`config.mk`:
```
export PLATFORM = sky130hd
export DESIGN_NAME = sdram_mrs_guard
export DESIGN_NICKNAME = d
export VERILOG_FILES = /design/src/rtl/sdram_guard_pkg.sv /design/src/rtl/guard_down_counter.sv /design/src/rtl/guard_bank_tracker.sv /design/src/rtl/sdram_mrs_guard.sv
export SDC_FILE = /design/constraint.sdc
export NUM_CORES = 1
export LEC_CHECK = 0
export BUFFER_PORTS_ARGS = -buffer_cell sky130_fd_sc_hd__buf_2
export CAP_MARGIN = 5
export CORE_MARGIN = 2
export CORE_UTILIZATION = 35
export DETAILED_ROUTE_END_ITERATION = 7
export SLEW_MARGIN = 20
export SYNTH_ARGS = -nofsm -noshare
export SYNTH_HDL_FRONTEND = slang
export SYNTH_HIERARCHICAL = 1
export SYNTH_SLANG_ARGS = --single-unit
export TNS_END_PERCENT = 50
```
`constraint.sdc`:
```
create_clock -name clk -period 3.5 [get_ports clk]
set_clock_uncertainty 0.15 [all_clocks]
set_input_delay 0 -clock clk [delete_from_list [all_inputs] [get_ports clk]]
set_output_delay 0 -clock clk [all_outputs]
set_load 0.01 [all_outputs]
```
`src/rtl/sdram_guard_pkg.sv`:
```
package sdram_guard_pkg;

  typedef enum logic [3:0] {
    CMD_NOP  = 4'd0,
    CMD_ACT  = 4'd1,
    CMD_RD   = 4'd2,
    CMD_WR   = 4'd3,
    CMD_PRE  = 4'd4,
    CMD_PALL = 4'd5,
    CMD_MRS  = 4'd6,
    CMD_EMRS = 4'd7,
    CMD_SRX  = 4'd8
  } cmd_e;

  // Counter preload for a minimum edge distance of max(t,1).
  function automatic int unsigned gap_preload(input int unsigned t);
    return (t == 0) ? 0 : t - 1;
  endfunction

  function automatic logic is_mode_write(input logic [3:0] k);
    return (k == CMD_MRS) || (k == CMD_EMRS);
  endfunction

  // Legality of one command given the guard state.
  function automatic logic cmd_legal(input logic [3:0] k,
                                     input logic       tmrd_done,
                                     input logic       trp_done,
                                     input logic       all_closed,
                                     input logic       read_ok);
    logic ok;
    ok = 1'b1;
    if (k != CMD_NOP) begin
      if (!tmrd_done) ok = 1'b0;
      else if (is_mode_write(k)) ok = all_closed && trp_done;
      else if (k == CMD_RD) ok = read_ok;
    end
    return ok;
  endfunction

endpackage

```
`src/rtl/guard_down_counter.sv`:
```
module guard_down_counter #(
  parameter int W = 8
) (
  input  logic         clk,
  input  logic         rst_n,
  input  logic         load,
  input  logic [W-1:0] load_val,
  output logic         done
);
  logic [W-1:0] cnt;

  always_ff @(posedge clk or negedge rst_n) begin
    if (!rst_n)         cnt <= '0;
    else if (load)      cnt <= load_val;
    else if (cnt != '0) cnt <= cnt - 1'b1;
  end

  assign done = (cnt == '0);
endmodule

```
`src/rtl/guard_bank_tracker.sv`:
```
module guard_bank_tracker #(
  parameter int NUM_BANKS = 4,
  localparam int BANK_W = (NUM_BANKS > 1) ? $clog2(NUM_BANKS) : 1
) (
  input  logic              clk,
  input  logic              rst_n,
  input  logic              ev_act,
  input  logic              ev_pre,
  input  logic              ev_pall,
  input  logic [BANK_W-1:0] bank,
  output logic              all_closed
);
  logic [NUM_BANKS-1:0] open_map;

  for (genvar b = 0; b < NUM_BANKS; b++) begin : g_bank
    logic hit;
    assign hit = (bank == BANK_W'(b));
    always_ff @(posedge clk or negedge rst_n) begin
      if (!rst_n)                        open_map[b] <= 1'b0;
      else if (ev_pall || (ev_pre && hit)) open_map[b] <= 1'b0;
      else if (ev_act && hit)            open_map[b] <= 1'b1;
    end
  end

  assign all_closed = (open_map == '0);
endmodule

```
`src/rtl/sdram_mrs_guard.sv`:
```
module sdram_mrs_guard
  import sdram_guard_pkg::*;
#(
  parameter int NUM_BANKS = 4,
  parameter int TIM_W     = 6,
  parameter int DLL_LOCK  = 200,
  localparam int BANK_W = (NUM_BANKS > 1) ? $clog2(NUM_BANKS) : 1,
  localparam int DLL_W  = $clog2(DLL_LOCK + 1)
) (
  input  logic              clk,
  input  logic              rst_n,
  input  logic [TIM_W-1:0]  cfg_trp,
  input  logic [TIM_W-1:0]  cfg_tmrd,
  input  logic              cmd_valid,
  input  logic [3:0]        cmd_kind,
  input  logic [BANK_W-1:0] cmd_bank,
  input  logic              cmd_dll_on,
  output logic              cmd_ready,
  output logic [3:0]        bus_kind,
  output logic [BANK_W-1:0] bus_bank,
  output logic              bus_dll_on
);
  // Named internal events, visible to the bound checker.
  logic fire, ev_act, ev_pre, ev_pall, ev_mode, ev_dll_on, ev_srx;
  logic all_closed, trp_done, tmrd_done, lock_done, read_ok;
  logic dll_seen;

  assign fire      = cmd_valid && cmd_ready;
  assign ev_act    = fire && (cmd_kind == CMD_ACT);
  assign ev_pre    = fire && (cmd_kind == CMD_PRE);
  assign ev_pall   = fire && (cmd_kind == CMD_PALL);
  assign ev_mode   = fire && is_mode_write(cmd_kind);
  assign ev_dll_on = fire && (cmd_kind == CMD_EMRS) && cmd_dll_on;
  assign ev_srx    = fire && (cmd_kind == CMD_SRX);

  guard_bank_tracker #(.NUM_BANKS(NUM_BANKS)) u_banks (
    .clk, .rst_n,
    .ev_act, .ev_pre, .ev_pall,
    .bank(cmd_bank),
    .all_closed
  );

  guard_down_counter #(.W(TIM_W)) u_trp (
    .clk, .rst_n,
    .load(ev_pre || ev_pall),
    .load_val(TIM_W'(gap_preload(int'(cfg_trp)))),
    .done(trp_done)
  );

  guard_down_counter #(.W(TIM_W)) u_tmrd (
    .clk, .rst_n,
    .load(ev_mode),
    .load_val(TIM_W'(gap_preload(int'(cfg_tmrd)))),
    .done(tmrd_done)
  );

  guard_down_counter #(.W(DLL_W)) u_lock (
    .clk, .rst_n,
    .load(ev_dll_on || ev_srx),
    .load_val(DLL_W'(gap_preload(DLL_LOCK))),
    .done(lock_done)
  );

  always_ff @(posedge clk or negedge rst_n) begin
    if (!rst_n)                   dll_seen <= 1'b0;
    else if (ev_dll_on || ev_srx) dll_seen <= 1'b1;
  end

  assign read_ok   = dll_seen && lock_done;
  assign cmd_ready = cmd_legal(cmd_kind, tmrd_done, trp_done, all_closed, read_ok);

  assign bus_kind   = fire ? cmd_kind : 4'(CMD_NOP);
  assign bus_bank   = cmd_bank;
  assign bus_dll_on = cmd_dll_on;
endmodule

```
==> metrics.md, run 1 <==
| Metric | Value |
|---|---|
| Post-CTS Setup Repair Bufs | 0 |
| Aggregate routed wire length | between 4 and 5 mm |
| Setup-violating endpoint count in the final report | 0 |
| Die Area | around 6200 sq um |
| Startpoint Class | register |
| Worst Reg2Reg Path Length in Cells | 7 |
| FF-to-FF setup slack | 0.73 ns |
| Data required time of the critical path | around 3.6 ns |
| Comb power frac | 0.133 |
| Clock Pin Slew Worst Setup and Hold Paths | 0.10 ns |
| Ports | 30 |
| CP endpoint kind | register |
| CTS Sinks | 25 |
| Synth warnings | 6 |
| Skew-Pair Late Insertion Delay | roughly 0.28 ns |
| Max-slew violation count | 0 |
| Max VDD drop | about 0.14 mV |
| CP arrival | between 2 and 3 ns |
| Top post-synthesis cells by count | nor2_1, dfrtp_1, inv_1 |
| Leakage power | around 1 nW |
| P_sw | ~0.14 mW |
| CTS root buf | clkbuf_8 |
| CTS Buffer Depth | 2 |
| Net Sw Frac | 0.255 |
| Core Box Area | approximately 5500 sq um |
| Yosys top cell by area | dfrtp_1 |
| GR Overflow Total | 0 |
| Synth top area cells | dfrtp_1, ha_1, nor2_1 |
| Clock power share | 0.332 |
| Critical path's slowest cell | dlygate4sd3_1 |
| Prevailing post-synth register cell | dfrtp_1 |
| Internal power | 0.402 mW |
| Starting Density | 0.358 |
| FMAX | 0.361 GHz |
| 1st-iter DRT viols | between 150 and 200 |
| Hold path start | cmd_dll_on |
| Vias/cell | ~5.1 |
| Final min period | about 2.8 ns |
| Final net count | 302 |
| Synthesized area per cell | 8.71 sq um |
| Number of synthesized register bits | 25 |
| Power share of the sequential group | 0.535 |
| CP delay by family, top | simple AND/OR/NAND/NOR gates |
| Total global-route track usage | 0.141 |
| # diodes | 0 |
| Layout cells sized above 1 | 0.200 |
| Post-synth top area share | 0.319 |
| Vias in the first global route | around 1600 |
| Worst Hold Endpoint | dll_seen$_DFFE_PN0P_ |
| H-tree depth | 1 |
| Fin Setup TNS | 0 ns |
| Finished Layout Cells | around 340 |
| Post-synth ARST share | 1.00 |
| CTS resizes | 0 |
| FF-to-FF End | u_banks/open_map[3]$_DFFE_PN0P_ |
| Largest net degree at the start of global routing | 26 |
| Reg2Reg Launch Point | u_tmrd/cnt[4]$_DFFE_PN0P_ |
| Worst-Margin Slew | about 0.57 ns |
| Hold Vio Cnt, Final | 0 |
| Hold path depth | 3 |
| Fin crit share | 0.790 |
| Wirelength per Cell | approximately 12 microns |
| Area growth, synth to finish | 19.5% |
| CP max FO | 10 |
| Sequential share of the synthesized area | 0.319 |
| Via count | between 1500 and 2000 |
| DRC Markers | 0 |
| Hold slack | approximately 0.0093 ns |
| Cell chain of the critical path | nor4_2 > and2_4 > nand4b_1 > nor3_1 > a31oi_1 > a311oi_1 > dlygate4sd3_1 |
| Port Buf Inserts | 29 |
| Status | finished clean |
| Cells after DPL | about 330 |
| CTS tree | yes |
| Post-Syn Area | 1960 sq um |
| Worst hold path class | input pin to register |
| Worst rel slew slack | 0.616 |
| Final HPWL DP | around 3.0 mm |
| CP Buf/Inv Count | 1 |
| First-pass GRT wire length | between 7 and 8 mm |
| Post-detailed-route count of antenna-violating nets | 0 |
| PD cells | roughly 230 nW/um^2 |
| WS Path Type | register to register |
| RSZ-0062 raised after global routing | false |
| First drt pass iteration count | 4 |
| Total power | 0.540 mW |
| Most frequent cell after synthesis | nor2_1 |
| Distinct cells, synth | 56 |
| Antenna violations before repair | 0 |
| Routability congestion estimate | about 0.86 |
| Row cnt | 27 |
| Die Height | slightly below 80 microns |
| CP max stage delay | 0.58 ns |
| TritonCTS Buffers | 3 |
| Die Wd | between 70 and 80 microns |
| MaxCap Viol Count | 0 |
| Number of synthesized flops with an enable pin | 0 |
| Syn Inst Count | roughly 230 |
layer usage:
layer / global-route usage / routed length, microns
met5: 0 / 0
met3: 0.0182 / 155
met4: 0.0466 / 47
met1: 0.206 / 2060
met2: 0.216 / 1890
final cells by class:
cell class | instances | area [sq um]
tap | 72 | 90.1
inverter | 20 | 75.1
fill | 566 | 3130
sequential | 25 | 626
multi-input combinational | 177 | 1210
clock buffer | 3 | 41.3
clock inverter | 1 | 5.00
timing repair buffer | 44 | 290
metrics by stage:
step	util	setup WS, ns	cell area, sq um
after global routing	0.428	0.552	2340
after CTS	0.428	0.781	2340
after detailed placement	0.396	0.901	2170
final	0.428	0.734	2340
after global placement	0.396	0.977	2170
after floorplan	-	0.988	1980
worst register-to-register path, stage by stage (launching register included):
cell and delay [ns]:
dfrtp_1 0.44, nor4_2 0.39, and2_4 0.28, nand4b_1 0.13
nor3_1 0.34, a31oi_1 0.14, a311oi_1 0.25, dlygate4sd3_1 0.58
placed cells by master, fill, tap and decap left out, drive strengths merged, types with 4 or more instances in the layout:
master	synthesis	layout
nor3	10	10
nand2	18	18
dfrtp	25	25
a21oi	11	11
nor4	6	6
conb	2	8
inv	20	20
buf	5	31
nand2b	4	4
xnor2	10	10
and2	5	5
ha	9	9
a221oi	5	5
o31ai	11	11
nor3b	5	5
dlygate4sd3	0	13
nor2	26	26
or4	4	4
power by group through the flow:
stage | Clock, mW | Combinational [mW] | Sequential [mW]
after CTS | 0.183 | 0.0725 | 0.289
after global routing | 0.194 | 0.0820 | 0.289
final | 0.179 | 0.0719 | 0.289
after global placement | 0 | 0.0611 | 0.294
after detailed placement | 0 | 0.0620 | 0.294
after floorplan | 0 | 0.0304 | 0.294
state kept, by name, summed over array words and instances, names as in the netlist:
register          count
dll_seen              1
u_banks/open_map      4
u_lock/cnt            8
u_tmrd/cnt            6
u_trp/cnt             6
logic make-up (layout without fill, tap and decap cells):
group / after synthesis / in the layout / synth area share
AOI/OAI and AO/OA: 50 / 50 / 0.201
xor gates and xnor gates: 11 / 11 / 0.0492
adders and majority gates: 9 / 9 / 0.0575
buffers and inverters: 29 / 68 / 0.0722
DFF: 25 / 25 / 0.319
muxes: 4 / 4 / 0.0217
other: 2 / 8 / 0.00383
and+or+nand+nor: 95 / 95 / 0.276
what timing repair did:
item                                   in CTS  in global routing
setup endpoints to repair                   0                  0
endpoints found under the hold margin      38                  0
hold buffers                               13                  0
worst max path at each step:
stage,to,slack (ns),startpoint,cells after the start
after floorplan,u_lock/cnt[4]$_DFFE_PN0P_,0.99,u_lock/cnt[0]$_DFFE_PN0P_,10
after global placement,u_lock/cnt[6]$_DFFE_PN0P_,0.98,u_lock/cnt[0]$_DFFE_PN0P_,10
after detailed placement,u_lock/cnt[5]$_DFFE_PN0P_,0.90,u_lock/cnt[0]$_DFFE_PN0P_,9
after CTS,u_banks/open_map[3]$_DFFE_PN0P_,0.78,u_tmrd/cnt[4]$_DFFE_PN0P_,7
after global routing,u_banks/open_map[3]$_DFFE_PN0P_,0.55,u_tmrd/cnt[4]$_DFFE_PN0P_,6
final,u_banks/open_map[3]$_DFFE_PN0P_,0.73,u_tmrd/cnt[4]$_DFFE_PN0P_,7
(Power assumes the default switching activity.)
==> run 2, diff against run 1 <==
clock period = 2.5 ns   (was 3.5 ns; I/O delays follow)
==> run 2 against run 1 <==
Register-to-register slack worse by 0.53 ns. Total power is 40% higher. Fmax grew 21%. Non-clock buffer count up 7. Sequential power increased by 40%. Via count is 1.4% higher. Cell count up 2.0%. Routed wire length up 5.5%. First-iteration DRC count down 48%.
==> metrics.md, run 2 (synthesis gave the netlist of run 1 again) <==
| Metric | Value |
|---|---|
| Port Buf Inserts | 29 |
| # diodes | 0 |
| Die Height | 78.8 microns |
| Aggregate routed wire length | roughly 4.4 mm |
| PD cells | about 310 nW/um^2 |
| Largest net degree at the start of global routing | 26 |
| Worst-Margin Slew | 0.582 ns |
| Startpoint Class | register |
| First drt pass iteration count | 4 |
| Vias/cell | between 5 and 6 |
| RSZ-0062 raised after global routing | false |
| Max VDD drop | between 0.15 and 0.2 mV |
| Total global-route track usage | 0.151 |
| Commonest non-fill, non-tap cell in the layout | buf_2 |
| FMAX | between 0.4 and 0.5 GHz |
| DRC Markers | 0 |
| First-pass GRT wire length | 7.58 mm |
| 1st-iter DRT viols | 98 |
| Row cnt | 27 |
| H-tree depth | 1 |
| CTS root buf | clkbuf_8 |
| Final HPWL DP | ~3.3 mm |
| Hold slack | approximately 0.017 ns |
| Wirelength per Cell | around 13 microns |
| Antenna violations before repair | 0 |
| Core Box Area | between 5000 and 6000 sq um |
| TritonCTS Buffers | 3 |
| Ports | 30 |
| Die Area | 6210 sq um |
| Starting Density | 0.358 |
| Via count | about 1800 |
| Skew-Pair Late Insertion Delay | about 0.27 ns |
| CTS Buffer Depth | 2 |
| Multi-input logic area | between 1000 and 1500 sq um |
| CP max FO | 6 |
| CP endpoint kind | register |
| Largest register FFs | 8 |
| Routability congestion estimate | ~0.85 |
| Clock Pin Slew Worst Setup and Hold Paths | approximately 0.09 ns |
| Fillers | roughly 560 |
| MaxCap Viol Count | 0 |
| Hold Vio Cnt, Final | 0 |
| Leakage power | 1.04 nW |
| Total power | about 0.76 mW |
| Final net count | 309 |
| Top flop regs | u_lock/cnt x8, u_tmrd/cnt x6, u_trp/cnt x6 |
| Final min period | roughly 2.3 ns |
| Biggest register | u_lock/cnt |
| CTS Sinks | 25 |
| Die Wd | 78.8 microns |
| CTS tree | yes |
| Commonest non-fill, non-tap cells in the layout | buf_2, nor2_1, dfrtp_1, inv_1, nand2_1 |
| WS Path Type | register to register |
| Data required time of the critical path | 2.53 ns |
| Area growth, synth to finish | 22.7% |
| Layout cells sized above 1 | 0.231 |
| Worst rel slew slack | 0.612 |
| Seq. cell area | 626 sq um |
| Setup-violating endpoint count in the final report | 0 |
| Status | finished clean |
| Post-detailed-route count of antenna-violating nets | 0 |
| Max-slew violation count | 0 |
| Fin crit share | 0.917 |
| FF-to-FF setup slack | about 0.21 ns |
| GR Overflow Total | 0 |
| Fin Setup TNS | 0 ns |
| Vias in the first global route | around 1700 |
| CP arrival | ~2.3 ns |
| Worst hold path class | input pin to register |
-- run 2: cell count changes in the layout (fill, tap and decap cells not counted), sizes merged --
| cell | delta |
|---|---|
| clkinv | -1 |
| dlygate4sd3 | -1 |
| clkbuf | +1 |
| buf | +8 |
-- run 2: repair_timing --
item                                    CTS  global route
endpoints found under the setup margin    0             5
hold buffers                             12             0
hold endpoints to repair                 38             0
resized for setup                         0             3
setup buffers                             0             1
-- run 2: path summary, 6_finish.rpt --
kind | startpoint | to | cells after the start
worst min register to register | dll_seen$_DFFE_PN0P_ | dll_seen$_DFFE_PN0P_ | 2
worst max-delay path | u_lock/cnt[6]$_DFFE_PN0P_ | u_lock/cnt[5]$_DFFE_PN0P_ | 7
worst min-delay path | cmd_dll_on | dll_seen$_DFFE_PN0P_ | 3
max in group asynchronous | rst_n | u_trp/cnt[2]$_DFFE_PN0P_ | 2
worst max register to register | u_lock/cnt[6]$_DFFE_PN0P_ | u_lock/cnt[5]$_DFFE_PN0P_ | 7
min in group asynchronous | rst_n | u_lock/cnt[3]$_DFFE_PN0P_ | 2
-- run 2: cell type report --
type | instances | share of cell area
Tap cell | 72 | 0.0375
Timing Repair Buffer | 51 | 0.142
Clock buffer | 4 | 0.0187
Sequential cell | 25 | 0.260
Multi-Input combinational cell | 177 | 0.511
Inverter | 20 | 0.0312
-- run 2: per-stage QoR --
stage,area [sq um],setup slack [ns],cells,utilization
after floorplan,1980,0.0390,231,-
after detailed placement,2220,0.0577,332,0.405
after CTS,2380,0.0331,348,0.436
after global placement,2220,0.153,332,0.405
final,2400,0.208,349,0.439
after global routing,2400,0.00661,349,0.439
-- run 2: worst max-delay path, cell delays in order, from the launching register on --
cell      delay [ns]
dfrtp_1         0.44
or4_1           0.62
nor2_2          0.15
a21oi_1         0.13
nor3_2          0.23
buf_4           0.16
a21oi_1         0.04
a221oi_1        0.27
-- run 2: where the power goes --
part | total (mW) | switching, mW | leakage, nW | internal, mW
clock network | 0.250 | 0.136 | 0.0228 | 0.114
registers | 0.404 | 0 | 0.294 | 0.404
logic | 0.101 | 0.0551 | 0.724 | 0.0464
-- run 2: per-layer routing --
| metal | vias to the layer above | part of all wire | track usage |
|---|---|---|---|
| li1 | 908 | - | - |
| met1 | 830 | 0.49 | 0.200 |
| met2 | 29 | 0.47 | 0.253 |
| met3 | 6 | 0.025 | 0.0170 |
| met4 | 0 | 0.018 | 0.0552 |
| met5 | - | 0 | 0 |
